File: src/rtl/trs_pkg.sv
package trs_pkg;
    localparam int CMD_W = 16;
    localparam logic [3:0] OP_MISC  = 4'h3;
    localparam logic [3:0] SUB_SYNC = 4'h0;

    typedef enum logic {ST_IDLE, ST_RUN} trs_state_e;

    // Replayed sync instructions always report ID 0.
    function automatic logic [CMD_W-1:0] scrub_sync(input logic [CMD_W-1:0] w);
        if (w[15:12] == OP_MISC && w[11:8] == SUB_SYNC)
            return {w[15:8], 8'h00};
        return w;
    endfunction
endpackage

File: src/rtl/trs_mem.sv
module trs_mem #(
    parameter int AW = 4,
    parameter int W  = 16
) (
    input  logic          clk,
    input  logic          rst_n,
    input  logic          clear,
    input  logic          wr_en,
    input  logic [W-1:0]  wr_data,
    input  logic [AW-1:0] rd_addr,
    output logic [W-1:0]  rd_data,
    output logic [AW:0]   fill,
    output logic          drop
);
    localparam int DEPTH = 1 << AW;
    localparam logic [AW:0] FULL = (AW+1)'(DEPTH);

    logic [W-1:0] store_q [DEPTH];
    logic [AW:0]  fill_d, fill_q;
    logic         full;

    assign full = (fill_q == FULL);
    assign drop = wr_en && !clear && full;

    always_comb begin
        fill_d = fill_q;
        if (clear)
            fill_d = '0;
        else if (wr_en && !full)
            fill_d = fill_q + 1'b1;
    end

    always_ff @(posedge clk or negedge rst_n) begin
        if (!rst_n) fill_q <= '0;
        else        fill_q <= fill_d;
    end

    always_ff @(posedge clk) begin
        if (wr_en && !clear && !full)
            store_q[fill_q[AW-1:0]] <= wr_data;
    end

    assign rd_data = store_q[rd_addr];
    assign fill    = fill_q;

    p_fill_bound_r3: assert property (@(posedge clk) disable iff (!rst_n)
        fill_q <= FULL);
    p_drop_keeps_fill_r3: assert property (@(posedge clk) disable iff (!rst_n)
        drop |=> $stable(fill_q));
endmodule

File: src/rtl/trs_replay.sv
module trs_replay
    import trs_pkg::*;
#(
    parameter int CAW     = 4,
    parameter int DAW     = 4,
    parameter int DW      = 32,
    parameter bit HAS_DAT = 1'b1
) (
    input  logic             clk,
    input  logic             rst_n,
    input  logic             enable,
    input  logic             clear,
    input  logic             trigger,
    input  logic [CAW:0]     cmd_fill,
    input  logic [DAW:0]     dat_fill,
    input  logic [CMD_W-1:0] cmd_rd_data,
    input  logic [DW-1:0]    dat_rd_data,
    output logic [CAW-1:0]   cmd_rd_addr,
    output logic [DAW-1:0]   dat_rd_addr,
    output logic             cmd_valid,
    input  logic             cmd_ready,
    output logic [CMD_W-1:0] cmd_word,
    output logic             tx_valid,
    input  logic             tx_ready,
    output logic [DW-1:0]    tx_word,
    output logic             busy,
    output logic             overrun
);
    typedef struct packed {
        trs_state_e   st;
        logic [CAW:0] cptr;
        logic [DAW:0] dptr;
        logic         ovr;
    } rep_t;

    rep_t r_d, r_q;

    assign cmd_valid   = (r_q.st == ST_RUN);
    assign tx_valid    = HAS_DAT && (r_q.st == ST_RUN) && (r_q.dptr < dat_fill);
    assign cmd_rd_addr = r_q.cptr[CAW-1:0];
    assign dat_rd_addr = r_q.dptr[DAW-1:0];
    assign cmd_word    = scrub_sync(cmd_rd_data);
    assign tx_word     = dat_rd_data;
    assign busy        = (r_q.st == ST_RUN);
    assign overrun     = r_q.ovr;

    always_comb begin
        r_d = r_q;
        if (clear) begin
            r_d.st   = ST_IDLE;
            r_d.cptr = '0;
            r_d.dptr = '0;
            r_d.ovr  = 1'b0;
        end else if (r_q.st == ST_IDLE) begin
            if (trigger && enable && cmd_fill != '0) begin
                r_d.st   = ST_RUN;
                r_d.cptr = '0;
                r_d.dptr = '0;
            end
        end else begin
            if (trigger)
                r_d.ovr = 1'b1;
            if (tx_valid && tx_ready)
                r_d.dptr = r_q.dptr + 1'b1;
            if (cmd_ready) begin
                if (r_q.cptr + 1'b1 == cmd_fill)
                    r_d.st = ST_IDLE;
                else
                    r_d.cptr = r_q.cptr + 1'b1;
            end
        end
    end

    always_ff @(posedge clk or negedge rst_n) begin
        if (!rst_n) r_q <= '{st: ST_IDLE, cptr: '0, dptr: '0, ovr: 1'b0};
        else        r_q <= r_d;
    end

    p_stall_hold_r10: assert property (@(posedge clk) disable iff (!rst_n)
        (cmd_valid && !cmd_ready && !clear) |=> (cmd_valid && $stable(cmd_word)));
    p_overrun_sticky_r5: assert property (@(posedge clk) disable iff (!rst_n)
        (overrun && !clear) |=> overrun);
    p_disabled_idle_r4: assert property (@(posedge clk) disable iff (!rst_n)
        (!busy && !enable) |=> !busy);
    p_tx_only_busy_r7: assert property (@(posedge clk) disable iff (!rst_n)
        tx_valid |-> busy);
endmodule

File: src/rtl/trig_replay_seq.sv
module trig_replay_seq
    import trs_pkg::*;
#(
    parameter int CMD_AW    = 4,
    parameter int DAT_AW    = 4,
    parameter int DAT_W     = 32,
    parameter bit STREAM_TX = 1'b0
) (
    input  logic             clk,
    input  logic             rst_n,
    input  logic             ctrl_enable,
    input  logic             ctrl_clear,
    input  logic             trigger,
    input  logic             cmd_load_valid,
    input  logic [CMD_W-1:0] cmd_load_word,
    input  logic             dat_load_valid,
    input  logic [DAT_W-1:0] dat_load_word,
    output logic             cmd_out_valid,
    input  logic             cmd_out_ready,
    output logic [CMD_W-1:0] cmd_out_word,
    output logic             tx_out_valid,
    input  logic             tx_out_ready,
    output logic [DAT_W-1:0] tx_out_word,
    output logic             busy,
    output logic             overrun,
    output logic             overflow,
    output logic [15:0]      caps
);
    localparam logic [7:0] CMD_LOG = 8'(CMD_AW);
    localparam logic [7:0] DAT_LOG = STREAM_TX ? 8'd0 : 8'(DAT_AW);

    logic [CMD_AW:0]    cmd_fill;
    logic [DAT_AW:0]    dat_fill;
    logic [CMD_AW-1:0]  cmd_rd_addr;
    logic [DAT_AW-1:0]  dat_rd_addr;
    logic [CMD_W-1:0]   cmd_rd_data;
    logic [DAT_W-1:0]   dat_rd_data;
    logic               cmd_drop, dat_drop;
    logic               ovf_d, ovf_q;

    assign caps = {DAT_LOG, CMD_LOG};

    trs_mem #(.AW(CMD_AW), .W(CMD_W)) u_cmd_mem (
        .clk(clk), .rst_n(rst_n), .clear(ctrl_clear),
        .wr_en(cmd_load_valid), .wr_data(cmd_load_word),
        .rd_addr(cmd_rd_addr), .rd_data(cmd_rd_data),
        .fill(cmd_fill), .drop(cmd_drop)
    );

    generate
        if (!STREAM_TX) begin : g_dat_mem
            trs_mem #(.AW(DAT_AW), .W(DAT_W)) u_dat_mem (
                .clk(clk), .rst_n(rst_n), .clear(ctrl_clear),
                .wr_en(dat_load_valid), .wr_data(dat_load_word),
                .rd_addr(dat_rd_addr), .rd_data(dat_rd_data),
                .fill(dat_fill), .drop(dat_drop)
            );
        end else begin : g_no_dat
            assign dat_fill    = '0;
            assign dat_rd_data = '0;
            assign dat_drop    = 1'b0;
        end
    endgenerate

    trs_replay #(.CAW(CMD_AW), .DAW(DAT_AW), .DW(DAT_W), .HAS_DAT(!STREAM_TX)) u_replay (
        .clk(clk), .rst_n(rst_n), .enable(ctrl_enable), .clear(ctrl_clear),
        .trigger(trigger), .cmd_fill(cmd_fill), .dat_fill(dat_fill),
        .cmd_rd_data(cmd_rd_data), .dat_rd_data(dat_rd_data),
        .cmd_rd_addr(cmd_rd_addr), .dat_rd_addr(dat_rd_addr),
        .cmd_valid(cmd_out_valid), .cmd_ready(cmd_out_ready), .cmd_word(cmd_out_word),
        .tx_valid(tx_out_valid), .tx_ready(tx_out_ready), .tx_word(tx_out_word),
        .busy(busy), .overrun(overrun)
    );

    always_comb begin
        ovf_d = ovf_q;
        if (ctrl_clear)
            ovf_d = 1'b0;
        else if (cmd_drop || dat_drop)
            ovf_d = 1'b1;
    end

    always_ff @(posedge clk or negedge rst_n) begin
        if (!rst_n) ovf_q <= 1'b0;
        else        ovf_q <= ovf_d;
    end

    assign overflow = ovf_q;

    p_overflow_sticky_r3: assert property (@(posedge clk) disable iff (!rst_n)
        (overflow && !ctrl_clear) |=> overflow);
    p_clear_idles_r6: assert property (@(posedge clk) disable iff (!rst_n)
        ctrl_clear |=> (!busy && !overrun && !overflow));
endmodule

File: config.mk
export PLATFORM = sky130hd
export DESIGN_NAME = trig_replay_seq
export DESIGN_NICKNAME = d
export VERILOG_FILES = /design/src/rtl/trs_pkg.sv /design/src/rtl/trs_mem.sv /design/src/rtl/trs_replay.sv /design/src/rtl/trig_replay_seq.sv
export SDC_FILE = /design/constraint.sdc
export NUM_CORES = 1
export LEC_CHECK = 0
export ABC_AREA = 1
export BUFFER_PORTS_ARGS = -buffer_cell sky130_fd_sc_hd__buf_2
export CAP_MARGIN = 20
export CELL_PAD_IN_SITES_DETAIL_PLACEMENT = 0
export CELL_PAD_IN_SITES_GLOBAL_PLACEMENT = 2
export CORE_ASPECT_RATIO = 1.75
export CORE_MARGIN = 2
export CORE_UTILIZATION = 40
export CTS_CLUSTER_DIAMETER = 40
export DETAILED_ROUTE_END_ITERATION = 8
export HOLD_SLACK_MARGIN = 0.1
export PLACE_DENSITY = 0.75
export SYNTH_ARGS = -nofsm -noshare
export SYNTH_HDL_FRONTEND = slang
export SYNTH_SLANG_ARGS = --single-unit
export TNS_END_PERCENT = 100
File: constraint.sdc
create_clock -name clk -period 3.1 [get_ports clk]
set_clock_uncertainty 0.2 [all_clocks]
set_input_delay 0.155 -clock clk [delete_from_list [all_inputs] [get_ports clk]]
set_output_delay 0.155 -clock clk [all_outputs]
set_load 0.01 [all_outputs]
==> run summary <==
The flow ran to the end, and the final reports show no timing, DRC or antenna violations. The analysis attributes to net switching a power of 0.005227 W. The number of endpoints failing setup at the final stage is 0. The first TritonRoute pass finished after 5 iterations. The share of cells above drive strength 1 is 15.36%. Cell internal power was estimated by the tool at 0.01823 W.

The number of H-tree levels is 3. The global router's overall resource usage is 20.42%. CTS saw 791 sinks. The number of nets with antenna violations after detailed routing came out at 0. The number of port buffers is 109.

The actual slew at the worst max-slew pin came out at 0.6421 ns. The number of instances in the placed design is 3499. Summing every instance area after synthesis gives 32140 um^2. The die area is 82710 um^2. The part of the Yosys area used for sequential elements came out at 73.56%. The yosys synthesis warning count came out at 0.

The critical path is of the register to output port type. The final non-filler cell total is 3739. The weighted congestion at the end of routability-driven global placement is 0.7890. The average instance area after synthesis came out at 13.31 um^2. The signal arrival time at the worst endpoint is 2.69 ns. The horizontal extent of the die is 218.3 um.

The net count of the finished layout came out at 2696. The buffer levels on the longest clock path is 3. The endpoint class of the critical path is an output port. The height of the die is 379.0 um. TritonCTS built the clock tree.

The half-perimeter wire length of the detailed placement result came out at 49510 um. The clock network burns 44.1% of the power. The per-cell routed wire length is 22.49 um. The layout overhead on the synthesized area is 18.88%. The share of total power dissipated in sequential elements is 50.5%.

The routed layout has 19930 vias. The clock root buffer is sky130_fd_sc_hd__clkbuf_16. The fraction of the core area covered by cells at the end of the flow came out at 47.93%. The first global-routing pass estimated 125400 um of wire. Of all nets on the critical path, the largest fanout is 23.

The number of max-slew violations in the final report came out at 0. The number of different library cells used by synthesis comes to 37. The filler cell count in the final layout is 6991. The total detailed-routing wirelength came out at 84080 um. Setup repair after global routing could not meet its margin everywhere. The startpoint type of the worst setup path is a register. The initial DRC count is 1420. Summed over all cells, the static leakage comes to 13.20 nW.

The final non-filler cell area is 38200 um^2. OpenSTA, run right after detailed placement, puts the worst setup slack at 0.4157 ns. The combinational power share is 5.4%. The initial antenna violation count is 1.

The worst-case IR drop observed on VDD is 511.6 uV. The flip-flop and latch count after synthesis is 791. The remaining max-slew budget at the tightest pin is 57.09%.

The later pin in the worst-skew pair is clocked with a latency of 0.66 ns. The number of maximum-capacitance constraint violations is 0. Registers take 23660 um^2.

The multi-input gate area in the final layout came out at 7448 um^2. The achievable clock frequency is 328.7 MHz. The number of global-route vias before repair came to 20320. The number of CTS-inserted buffers came out at 85. The final critical-path share of the clock period came out at 98.13%.

The floorplan row count is 137. The final hold violation count is 0. The core box area came out at 79710 um^2. The worst hold path belongs to the class primary input to register. The placed standard-cell area is 34220 um^2.

After layout, the minimum clock period comes to 3.042 ns. The per-cell via count in the routed design came out at 5.331. The worst setup slack after layout is 0.05786 ns. The largest net degree at the start of global routing came out at 90.

The post-route setup TNS came out at 0 ns. 126 I/O pins were placed. The net switching fraction of the power came out at 22.28%. The leftover overflow at the end of global routing is 0. In the routed design, unresolved DRC markers number 0. The post-synthesis cell count came out at 2415. The initial utilization of the core area, before any placement, comes to 40.32%. The clock input transition at the sequential cells of the worst setup and hold paths came out at 0.06 ns.

The power density relative to cell area is 614.1 nW/um^2. The required time of the critical path is 2.74 ns.
==> cell usage after synthesis (all sizes together) <==
| library cell | count | area share (%) |
|---|---|---|
| a211oi | 1 | 0.023 |
| a21o | 2 | 0.047 |
| a21oi | 30 | 0.47 |
| a22o | 1 | 0.027 |
| a22oi | 13 | 0.30 |
| a31oi | 1 | 0.019 |
| buf | 103 | 2.2 |
| clkbuf | 65 | 0.76 |
| clkinv | 2 | 0.023 |
| conb | 2 | 0.023 |
| dfrtp | 23 | 1.8 |
| edfxtp | 768 | 72 |
| ha | 14 | 0.55 |
| inv | 98 | 1.2 |
| mux2i | 89 | 2.8 |
| nand2 | 373 | 4.4 |
| nand3 | 183 | 2.9 |
| nand3b | 1 | 0.023 |
| nand4 | 3 | 0.058 |
| nor2 | 283 | 3.4 |
| nor3 | 18 | 0.28 |
| nor3b | 2 | 0.047 |
| o211ai | 30 | 0.70 |
| o21ai | 168 | 2.6 |
| o221ai | 92 | 2.5 |
| o22ai | 14 | 0.27 |
| o32ai | 28 | 0.76 |
| xnor2 | 3 | 0.082 |
| xor2 | 5 | 0.14 |
==> through the flow <==
stage,power [W],hold slack (ns)
6_report,0.02346,0.2286
5_1_grt,0.02418,0.2249
4_1_cts,0.02370,0.1683
3_5_place_dp,0.01324,0.0009446
3_3_place_gp,0.01323,-0.002337
2_1_floorplan,0.01273,-0.3406
==> layer usage <==
metal  global-route usage (%)  share of wire [%]  up-vias
li1                         -                  -     9272
met1                    23.31                 38     9944
met2                    37.56                 54      556
met3                    2.845                4.5      162
met4                    9.254                3.7        0
met5                        0                  0        -
==> worst max-delay path, stage by stage, from the launching register on <==
cell and delay (ns):
sky130_fd_sc_hd__dfrtp_4 0.55, sky130_fd_sc_hd__buf_12 0.17, sky130_fd_sc_hd__buf_12 0.13, sky130_fd_sc_hd__buf_16 0.16
sky130_fd_sc_hd__nand2_1 0.07, sky130_fd_sc_hd__nand3_1 0.08, sky130_fd_sc_hd__nand3_1 0.08, sky130_fd_sc_hd__nand3_1 0.08
sky130_fd_sc_hd__nand2_1 0.11, sky130_fd_sc_hd__nand2_1 0.05, sky130_fd_sc_hd__inv_1 0.06, sky130_fd_sc_hd__nand2_2 0.06
sky130_fd_sc_hd__nor2_4 0.12, sky130_fd_sc_hd__buf_12 0.14, sky130_fd_sc_hd__nor2_1 0.05, sky130_fd_sc_hd__buf_2 0.13
==> final timing paths <==
kind	cells after the start	endpoint	slack [ns]	start
max in group asynchronous	4	u_replay.cmd_rd_addr[0]$_DFFE_PN0P_	2.07	rst_n
min in group asynchronous	4	u_replay.dat_rd_addr[0]$_DFFE_PN0P_	0.45	rst_n
hold reg to reg	2	u_replay.r_q[10]$_DFFE_PN0P_	0.33	u_replay.r_q[10]$_DFFE_PN0P_
hold / removal	2	g_dat_mem.u_dat_mem.store_q[0][31]$_DFFE_PP_	0.23	dat_load_word[31]
setup / recovery	15	cmd_out_word[4]	0.06	u_replay.cmd_rd_addr[0]$_DFFE_PN0P_
setup reg to reg	11	u_replay.busy$_DFF_PN0_	0.21	u_replay.cmd_rd_addr[0]$_DFFE_PN0P_
==> cell families (layout without fill, tap and decap cells) <==
group / after synthesis / count (layout) / share of synthesized area (%)
xor gates and xnor gates: 8 / 8 / 0.2180
and+or+nand+nor: 863 / 863 / 10.99
muxes: 89 / 89 / 2.772
AOI/OAI and AO/OA: 380 / 380 / 7.748
other: 2 / 18 / 0.02337
DFF: 791 / 791 / 73.56
adders and majority gates: 14 / 14 / 0.5451
buffers and inverters: 268 / 534 / 4.147
==> sequential cells by signal (all words and copies together), names as in the netlist <==
| register | cells |
|---|---|
| g_dat_mem.u_dat_mem.fill | 5 |
| g_dat_mem.u_dat_mem.store_q | 512 |
| overflow | 1 |
| u_cmd_mem.fill | 5 |
| u_cmd_mem.store_q | 256 |
| u_replay.busy | 1 |
| u_replay.cmd_rd_addr | 4 |
| u_replay.dat_rd_addr | 4 |
| u_replay.overrun | 1 |
| u_replay.r_q | 2 |
==> power groups by stage <==
stage	Sequential, W	Clock (W)	Combinational (W)
final	0.0118	0.0104	0.00126
after global routing	0.0118	0.0109	0.00139
after CTS	0.0118	0.0106	0.00127
after detailed placement	0.0121	0	0.00117
after global placement	0.0121	0	0.00115
after floorplan	0.0121	0	0.000675
==> cell usage in the layout (no fill, tap or decap), types with 30 or more instances in the layout <==
cell	count
sky130_fd_sc_hd__clkbuf_16	87
sky130_fd_sc_hd__edfxtp_1	768
sky130_fd_sc_hd__buf_4	68
sky130_fd_sc_hd__inv_1	94
sky130_fd_sc_hd__mux2i_1	89
sky130_fd_sc_hd__dlygate4sd3_1	61
sky130_fd_sc_hd__nor2_1	248
sky130_fd_sc_hd__o221ai_1	92
sky130_fd_sc_hd__o21ai_0	163
sky130_fd_sc_hd__buf_2	109
sky130_fd_sc_hd__nand3_1	179
sky130_fd_sc_hd__o211ai_1	30
sky130_fd_sc_hd__nand2_1	363
sky130_fd_sc_hd__a21oi_1	30
==> final cells by class <==
| type | count | area share (%) |
|---|---|---|
| flip-flops and latches | 791 | 61.92 |
| multi-input cells | 1370 | 19.50 |
| repair buffers | 276 | 6.494 |
| clock buffers | 95 | 5.666 |
| well taps | 1042 | 3.413 |
| clock inverters | 62 | 1.867 |
| inverters | 100 | 1.091 |
| repair inverters | 1 | 0.04258 |
| diodes | 2 | 0.01310 |
==> timing repair <==
item,in CTS,in global routing
gates cloned,6,2
buffers inserted,8,3
pin swaps,4,7
hold endpoints to repair,838,0
setup endpoints to repair,28,11
resized for setup,17,18
hold buffers,62,0
Power figures use the tool's default switching activity.
